### src/rtl/cfg_lock_pkg.sv
package cfg_lock_pkg;
  localparam int unsigned CFG_REG_W       = 8;
  localparam int unsigned CFG_LOCK_W      = 2;
  localparam int unsigned CFG_DLY_W       = 2;
  localparam int unsigned CFG_NUM_MON     = 2;
  localparam int unsigned CFG_DLY_DEFAULT = 1;
endpackage

### src/rtl/cfg_nv_field.sv
module cfg_nv_field #(
  parameter int unsigned W = 2,
  parameter logic [W-1:0] DEFAULT = '0
) (
  input  logic         clk,
  input  logic         init_load,
  input  logic         nv_wr,
  input  logic         wp_pin,
  input  logic [W-1:0] wr_val,
  output logic [W-1:0] q
);
  always_ff @(posedge clk) begin
    if (init_load)  q <= DEFAULT;
    else if (nv_wr) q <= wr_val;
  end


  nv_default_chk: assert property (@(posedge clk) init_load |=> (q == DEFAULT));

  nv_wp_hold_chk: assert property (@(posedge clk) disable iff (init_load)
    (wp_pin && !init_load) |=> $stable(q));
endmodule

### src/rtl/cfg_mon_flag.sv
module cfg_mon_flag (
  input  logic clk,
  input  logic pwr_rst,
  input  logic mon_hi,
  input  logic wr_en,
  input  logic wr_bit,
  output logic flag
);
  always_ff @(posedge clk) begin
    if (pwr_rst)     flag <= 1'b0;
    else if (!mon_hi) flag <= 1'b0;
    else if (wr_en)   flag <= wr_bit;
  end


  flag_drop_chk: assert property (@(posedge clk) disable iff (pwr_rst)
    !mon_hi |=> !flag);

  flag_set_gate_chk: assert property (@(posedge clk) disable iff (pwr_rst)
    $rose(flag) |-> ($past(mon_hi) && $past(wr_en) && $past(wr_bit)));

  flag_wr0_chk: assert property (@(posedge clk) disable iff (pwr_rst)
    (wr_en && !wr_bit) |=> !flag);
endmodule

### src/rtl/cfg_wiper_gate.sv
module cfg_wiper_gate #(
  parameter int unsigned LOCK_W = 2,
  parameter logic [LOCK_W-1:0] LOCK_DEFAULT = '0
) (
  input  logic              clk,
  input  logic              init_load,
  input  logic              nv_wr,
  input  logic              wp_pin,
  input  logic [LOCK_W-1:0] wr_lock,
  input  logic [LOCK_W-1:0] lock_q,
  output logic              wiper_wr_ok
);
  logic open_next;

  always_comb begin
    if (init_load)  open_next = (LOCK_DEFAULT == '0);
    else if (nv_wr) open_next = (wr_lock == '0);
    else            open_next = (lock_q == '0);
  end

  always_ff @(posedge clk) wiper_wr_ok <= open_next && !wp_pin;
endmodule

### src/rtl/cfg_lock_reg.sv
module cfg_lock_reg
  import cfg_lock_pkg::*;
#(
  parameter int unsigned REG_W       = CFG_REG_W,
  parameter int unsigned LOCK_W      = CFG_LOCK_W,
  parameter int unsigned DLY_W       = CFG_DLY_W,
  parameter int unsigned NUM_MON     = CFG_NUM_MON,
  parameter int unsigned DLY_DEFAULT = CFG_DLY_DEFAULT
) (
  input  logic               clk,
  input  logic               pwr_rst,
  input  logic               init_load,
  input  logic               wr_en,
  input  logic [REG_W-1:0]   wr_data,
  input  logic               wp_pin,
  input  logic [NUM_MON-1:0] mon_rst_hi,
  output logic [REG_W-1:0]   reg_out,
  output logic               wiper_wr_ok
);
  localparam int unsigned LOCK_LSB = 0;
  localparam int unsigned DLY_LSB  = LOCK_LSB + LOCK_W;
  localparam int unsigned FLAG_LSB = DLY_LSB + DLY_W;
  localparam int unsigned USED_W   = FLAG_LSB + NUM_MON;
  localparam logic [LOCK_W-1:0] LOCK_DEF = '0;
  localparam logic [DLY_W-1:0]  DLY_DEF  = DLY_W'(DLY_DEFAULT);

  logic               nv_wr;
  logic [LOCK_W-1:0]  lock_q;
  logic [DLY_W-1:0]   dly_q;
  logic [NUM_MON-1:0] flags_q;

  assign nv_wr = wr_en && !wp_pin;

  cfg_nv_field #(.W(LOCK_W), .DEFAULT(LOCK_DEF)) u_lock (
    .clk(clk), .init_load(init_load), .nv_wr(nv_wr), .wp_pin(wp_pin),
    .wr_val(wr_data[LOCK_LSB +: LOCK_W]), .q(lock_q));

  cfg_nv_field #(.W(DLY_W), .DEFAULT(DLY_DEF)) u_dly (
    .clk(clk), .init_load(init_load), .nv_wr(nv_wr), .wp_pin(wp_pin),
    .wr_val(wr_data[DLY_LSB +: DLY_W]), .q(dly_q));

  cfg_wiper_gate #(.LOCK_W(LOCK_W), .LOCK_DEFAULT(LOCK_DEF)) u_gate (
    .clk(clk), .init_load(init_load), .nv_wr(nv_wr), .wp_pin(wp_pin),
    .wr_lock(wr_data[LOCK_LSB +: LOCK_W]), .lock_q(lock_q),
    .wiper_wr_ok(wiper_wr_ok));

  for (genvar i = 0; i < NUM_MON; i++) begin : g_flag
    cfg_mon_flag u_flag (
      .clk(clk), .pwr_rst(pwr_rst), .mon_hi(mon_rst_hi[i]), .wr_en(wr_en),
      .wr_bit(wr_data[FLAG_LSB + i]), .flag(flags_q[i]));
  end

  assign reg_out[LOCK_LSB +: LOCK_W]  = lock_q;
  assign reg_out[DLY_LSB +: DLY_W]    = dly_q;
  assign reg_out[FLAG_LSB +: NUM_MON] = flags_q;

  if (REG_W > USED_W) begin : g_pad
    logic unused_wr_pad;
    assign reg_out[REG_W-1:USED_W] = '0;
    assign unused_wr_pad = ^wr_data[REG_W-1:USED_W];
  end


  wiper_open_chk: assert property (@(posedge clk) disable iff (init_load)
    wiper_wr_ok |-> (lock_q == '0));

  wp_blocks_wiper_chk: assert property (@(posedge clk) disable iff (init_load)
    wp_pin |=> !wiper_wr_ok);

  rst_clears_flags_chk: assert property (@(posedge clk) disable iff (init_load)
    pwr_rst |=> (flags_q == '0));

  flag_wp_free_chk: assert property (@(posedge clk) disable iff (pwr_rst)
    (wr_en && wp_pin && (mon_rst_hi == '1)) |=>
      (flags_q == $past(wr_data[FLAG_LSB +: NUM_MON])));
endmodule

### config.mk
export PLATFORM = sky130hd
export DESIGN_NAME = cfg_lock_reg
export DESIGN_NICKNAME = d
export VERILOG_FILES = /design/src/rtl/cfg_lock_pkg.sv /design/src/rtl/cfg_nv_field.sv /design/src/rtl/cfg_mon_flag.sv /design/src/rtl/cfg_wiper_gate.sv /design/src/rtl/cfg_lock_reg.sv
export SDC_FILE = /design/constraint.sdc
export NUM_CORES = 1
export LEC_CHECK = 0
export BUFFER_PORTS_ARGS = -buffer_cell sky130_fd_sc_hd__buf_4
export CAP_MARGIN = 20
export CORE_AREA = 10 10 47 49
export CTS_CLUSTER_SIZE = 25
export DETAILED_ROUTE_END_ITERATION = 16
export DIE_AREA = 0 0 57 59
export PLACE_DENSITY = 0.5
export SYNTH_ARGS = -nofsm -noshare
export SYNTH_HDL_FRONTEND = slang
export SYNTH_SLANG_ARGS = --single-unit
### constraint.sdc
create_clock -name clk -period 1.04 [get_ports clk]
set_clock_uncertainty 0.1 [all_clocks]
set_input_delay 0.104 -clock clk [delete_from_list [all_inputs] [get_ports clk]]
set_output_delay 0.104 -clock clk [all_outputs]
set_load 0.03 [all_outputs]
Word level (Yosys, flattened, before mapping)
Cells that the tools add are included.
W data, S select, Z words.
{"block": "classes", "muxes": 2, "n_bitwise": 2, "reduce_logical": 7}
{"cell": "$logic_not A2 Y1", "count": 2}
{"cell": "$reduce_or A2 Y1", "count": 2}
{"cell": "$logic_and A1 B1 Y1", "count": 2}
{"cell": "$mux W1", "count": 2}
{"cell": "$not A1 Y1", "count": 2}
{"cell": "$logic_not A1 Y1", "count": 1}
{"block": "word_totals", "reg_bits": 7, "word_cells": 16, "inputBits": 15, "output_inout_bits": 9}

Depth between registers and ports, before layout
{"block": "depth", "depth_word": 5, "mapped_depth": 4, "mapped_depth_nobuf": 3}

Cells and area by module
From an unflattened synthesis, not the netlist that was laid out.
{"block": "hier_totals", "cells_unflattened": 27, "hier_area_um2": 299.0}
{"module": "cfg_mon_flag", "area_each_um2": 42.5, "cells_each": 3, "n_inst": 2, "seq_area_each_um2": 20.0}
{"module": "cfg_nv_field at u_dly", "area_each_um2": 68.8, "cells_each": 6, "n_inst": 1, "seq_area_each_um2": 40.0}
{"module": "cfg_nv_field at u_lock", "area_each_um2": 67.6, "cells_each": 6, "n_inst": 1, "seq_area_each_um2": 40.0}
{"module": "cfg_wiper_gate", "area_each_um2": 45.0, "cells_each": 5, "n_inst": 1, "seq_area_each_um2": 20.0}
{"module": "cfg_lock_reg", "area_each_um2": 32.5, "cells_each": 4, "n_inst": 1, "seq_area_each_um2": 0.0}

Worst setup path before layout
OpenSTA, ideal clock, no wires.
{"block": "synth_timing", "path_type": "reg2reg", "from": "reg u_lock.q[1]", "to": "reg u_gate.wiper_wr_ok", "path_buffers": 0, "arrival_ns": 0.849, "slack_ns": -0.028, "t_required_ns": 0.821, "synth_period_minus_slack_ns": 1.068, "setup_time_ns": 0.119, "stages_incl_launch_ff": 4, "cell_sequence": "dfxtp_1 nor3_1 a211oi_1 nor2_1"}
{"block": "synth_via", "elab_chain_len": 4}
{"item": "start, declared", "line": "cfg_nv_field.sv:10", "source": "output logic [W-1:0] q"}
{"item": "start signal, assigned", "line": "cfg_nv_field.sv:14", "source": "else if (nv_wr) q <= wr_val;"}
{"item": "$logic_not A2 Y1", "line": "cfg_wiper_gate.sv:18", "source": "else open_next = (lock_q == '0);"}
{"item": "$mux W1", "line": "cfg_wiper_gate.sv:17", "source": "else if (nv_wr) open_next = (wr_lock == '0);"}
{"item": "$mux W1", "line": "cfg_wiper_gate.sv:16", "source": "if (init_load) open_next = (LOCK_DEFAULT == '0);"}
{"item": "$logic_and A1 B1 Y1", "line": "cfg_wiper_gate.sv:21", "source": "always_ff @(posedge clk) wiper_wr_ok <= open_next && !wp_pin;"}
{"item": "end signal, assigned", "line": "cfg_wiper_gate.sv:21"}
{"item": "end, declared", "line": "cfg_wiper_gate.sv:11", "source": "output logic wiper_wr_ok"}
Every way passes these cells.
A chain may end at the register's enable or synchronous reset.

Worst setup path in the final report
{"block": "layout_timing", "from": "in wr_data[1]", "to": "reg u_gate.wiper_wr_ok"}
{"block": "layout_via", "elab_chain_len": 4}
{"item": "start, declared", "line": "cfg_lock_reg.sv:14", "source": "input logic [REG_W-1:0] wr_data,"}
{"item": "$logic_not A2 Y1", "line": "cfg_wiper_gate.sv:17"}
{"item": "$mux W1", "line": "cfg_wiper_gate.sv:17"}
{"item": "$mux W1", "line": "cfg_wiper_gate.sv:16"}
{"item": "$logic_and A1 B1 Y1", "line": "cfg_wiper_gate.sv:21"}
Every way passes these cells.

==> flow_metrics.env <==
export IMPL_run_status="finished clean"
export IMPL_area_used_by_multi_input_combinational_logic_um2=134
export IMPL_detailed_place_area_um2=442
export IMPL_vias_per_cell=4.18
export IMPL_core_area_um2=1400
export IMPL_cts_clk_slew_worst_paths_ns=0.05
export IMPL_timing_critical_path_cells="dlygate4sd3_1 -> buf_4 -> nor2_1 -> a211oi_2 -> nor2_1"
export IMPL_cts_inserted_buffers=3
export IMPL_layout_common_cells="sky130_fd_sc_hd__buf_4 (20), sky130_fd_sc_hd__dlygate4sd3_1 (6), sky130_fd_sc_hd__nor2_1 (5), sky130_fd_sc_hd__mux2i_1 (5), sky130_fd_sc_hd__dfxtp_1 (5)"
export IMPL_post_route_period_util=0.950
export IMPL_crit_path_top_delay_cell="sky130_fd_sc_hd__dlygate4sd3_1"
export IMPL_floorplan_io_pins=24
export IMPL_netlist_instances=30
export IMPL_tritoncts="yes"
export IMPL_post_synth_main_area_contributors="sky130_fd_sc_hd__dfxtp_1 (47%), sky130_fd_sc_hd__mux2i_1 (17%), sky130_fd_sc_hd__buf_4 (10%)"
export IMPL_post_synth_cell_area_avg_um2=10.0
export IMPL_detail_route_wirelength_um=851
export IMPL_achievable_frequency_mhz=1010
export IMPL_static_leakage_power_nw=0.253
export IMPL_post_route_cell_area_um2=533
export IMPL_grt_setup_unrepaired="no"
export IMPL_switching_share=0.258
export IMPL_critical_path_most_common_cell="sky130_fd_sc_hd__nor2_1"
export IMPL_antenna_cells_inserted=0
export IMPL_root_buffer="sky130_fd_sc_hd__clkbuf_4"
export IMPL_initial_core_utilization=0.214
export IMPL_timing_worst_setup_path_type="in -> reg"
export IMPL_finalWeightedCongestion=0.648
export IMPL_detail_route_drc_violations=0
export IMPL_synth_seq_area_share=0.467
export IMPL_synth_top_cell_area_share=0.467
export IMPL_mostFrequentLayoutCell="sky130_fd_sc_hd__buf_4"
export IMPL_drt_antenna_violating_nets=0
export IMPL_grt_pass1_wl_um=1410
export IMPL_vdd_ir_drop_max_mv=0.588
export IMPL_cts_htree_levels=1
export IMPL_worst_setup_path_startpoint="wr_data[1]"
export IMPL_ctsLongestPathBuffers=2
export IMPL_global_route_usage_total=0.0552
export IMPL_die_w_um=57
export IMPL_antenna_found_initial=0
export IMPL_setup_worst_path_start_class="primary input"
export IMPL_ys_ff_latch=7
export IMPL_synth_yosys_warnings=0
export IMPL_rr_startpoint="u_dly.q[0]"
export IMPL_synth_area_um2=300
export IMPL_clock_sink_count=7
export IMPL_setup_violations=0
export IMPL_finalSetupTns_ns=0
export IMPL_power_share_combinational=0.226
export IMPL_combined_buffer_and_inverter_count_along_the_critical_path=2
export IMPL_first_pass_iters=4
export IMPL_fp_dieArea_um2=3360
export IMPL_rows=14
export IMPL_worst_hold_start="wr_data[0]"
export IMPL_critPathRequiredTime_ns=1.08
export IMPL_sw_pwr_w=0.000178
export IMPL_port_buffers=19
export IMPL_share_clk_of_total_power=0.354
export IMPL_grt_ovfl_total=0
export IMPL_max_cap_viol_count=0
export IMPL_drive_above_1_share=0.482
export IMPL_min_path_type="in -> reg"
export IMPL_vias=301
export IMPL_slew_viols_final=0
export IMPL_cp_slowest_stage_delay_ns=0.52
export IMPL_timing_critical_path_fanout_max=2
export IMPL_finalHoldViolCount=0
export IMPL_post_dp_hpwl_um=669
export IMPL_via_count_of_the_first_global_routing_pass=334
export IMPL_average_wire_per_standard_cell_um=11.8
export IMPL_worst_setup_path_end_kind="flip-flop"
export IMPL_synth_top_area_cell="sky130_fd_sc_hd__dfxtp_1"
export IMPL_dr_first_iter_drc_count=3
export IMPL_grt_max_degree=6
export IMPL_netlist_cell_type_count=12
export IMPL_ff_latch_area_um2=143
export IMPL_path_delay_family="buffers and inverters"
export IMPL_dieHeight_um=59
export IMPL_n_fill_cell=153
export IMPL_finalCriticalPeriod_ns=0.988
export IMPL_clk_insertion_delay_late_ns=0.25
export IMPL_areaGrowthSynthToFinish_pct=77.5
export IMPL_sequentialPowerShare=0.420
export IMPL_final_net_count=72
export IMPL_arrival_ns=1.03
export IMPL_cts_setup_buffers=0
export IMPL_internal_power_w=0.000512
export IMPL_power_per_cell_area_nw_per_um2=1300
## final timing paths
path / endpoint / cells past startpoint / slack [ns]
setup reg to reg: u_dly.q[0] / 2 / 0.13
setup / recovery: u_gate.wiper_wr_ok / 5 / 0.05
hold / removal: u_lock.q[0] / 3 / 0.02
hold reg to reg: u_dly.q[1] / 2 / 0.41
## flip-flops by register name, indices dropped and copies added (netlist names)
signal,cells
g_flag.u_flag.flag,2
u_dly.q,2
u_lock.q,2
u_gate.wiper_wr_ok,1
## layout make-up
| class | instances | share of cell area |
|---|---|---|
| timing repair buffer | 26 | 0.394 |
| sequential | 7 | 0.268 |
| multi-input combinational | 19 | 0.251 |
| clock buffer | 4 | 0.0493 |
| tap | 16 | 0.0376 |
## worst min-delay path: cells and delay by family
family                 cells  cell delay, ns
multiplexers               1            0.06
buffers and inverters      1            0.08
AND/OR/NAND/NOR            1            0.08
## metrics by stage
stage | hold slack, ns | setup slack [ns] | total power, W | util | std cells
after global routing | 0.0152 | 0.0199 | 0.000747 | 0.380 | 72
after floorplan | 0.0690 | 0.00938 | 0.000373 | - | 31
after global placement | 0.173 | -0.0560 | 0.000432 | 0.315 | 62
final | 0.0169 | 0.0522 | 0.000691 | 0.380 | 72
after detailed placement | 0.171 | -0.0749 | 0.000433 | 0.315 | 62
after CTS | 0.0113 | 0.0149 | 0.000707 | 0.377 | 72
## routing by layer
layer | up-vias | part of all wire | global-route usage
met5 | - | 0 | 0
met4 | 0 | 0 | 0.0201
li1 | 147 | - | -
met2 | 19 | 0.47 | 0.0806
met3 | 0 | 0.19 | 0.0730
met1 | 135 | 0.34 | 0.0422
## cell usage after synthesis
| cell type | instances |
|---|---|
| sky130_fd_sc_hd__dfxtp_1 | 7 |
| sky130_fd_sc_hd__mux2i_1 | 5 |
| sky130_fd_sc_hd__nor2_1 | 5 |
| sky130_fd_sc_hd__buf_4 | 4 |
| sky130_fd_sc_hd__nor3b_1 | 2 |
| sky130_fd_sc_hd__a211o_1 | 1 |
| sky130_fd_sc_hd__a211oi_1 | 1 |
| sky130_fd_sc_hd__and2b_1 | 1 |
| sky130_fd_sc_hd__clkbuf_2 | 1 |
| sky130_fd_sc_hd__conb_1 | 1 |
| sky130_fd_sc_hd__nor2b_2 | 1 |
| sky130_fd_sc_hd__nor3_1 | 1 |
## kinds of logic after synthesis
| logic type | count (synthesis) | share of synthesized area |
|---|---|---|
| AO/OA/AOI/OAI | 2 | 0.0542 |
| buffers and inverters | 5 | 0.117 |
| flip-flops | 7 | 0.467 |
| multiplexers | 5 | 0.167 |
| other | 1 | 0.0125 |
| AND/OR/NAND/NOR | 10 | 0.183 |
## power by group through the flow
stage	Combinational, W	Sequential [W]	Clock (W)
final	0.000156	0.000290	0.000244
after CTS	0.000156	0.000290	0.000261
after global routing	0.000169	0.000292	0.000287
after global placement	0.000137	0.000295	0
after detailed placement	0.000138	0.000295	0
after floorplan	0.0000558	0.000317	0
## repair_timing
action / in CTS / in global routing
gates resized for setup: 0 / 1
hold buffers: 6 / 0
setup endpoints to repair: 0 / 1
endpoints found under the hold margin: 7 / 0
Note: power is estimated with default switching activity, not from simulation.
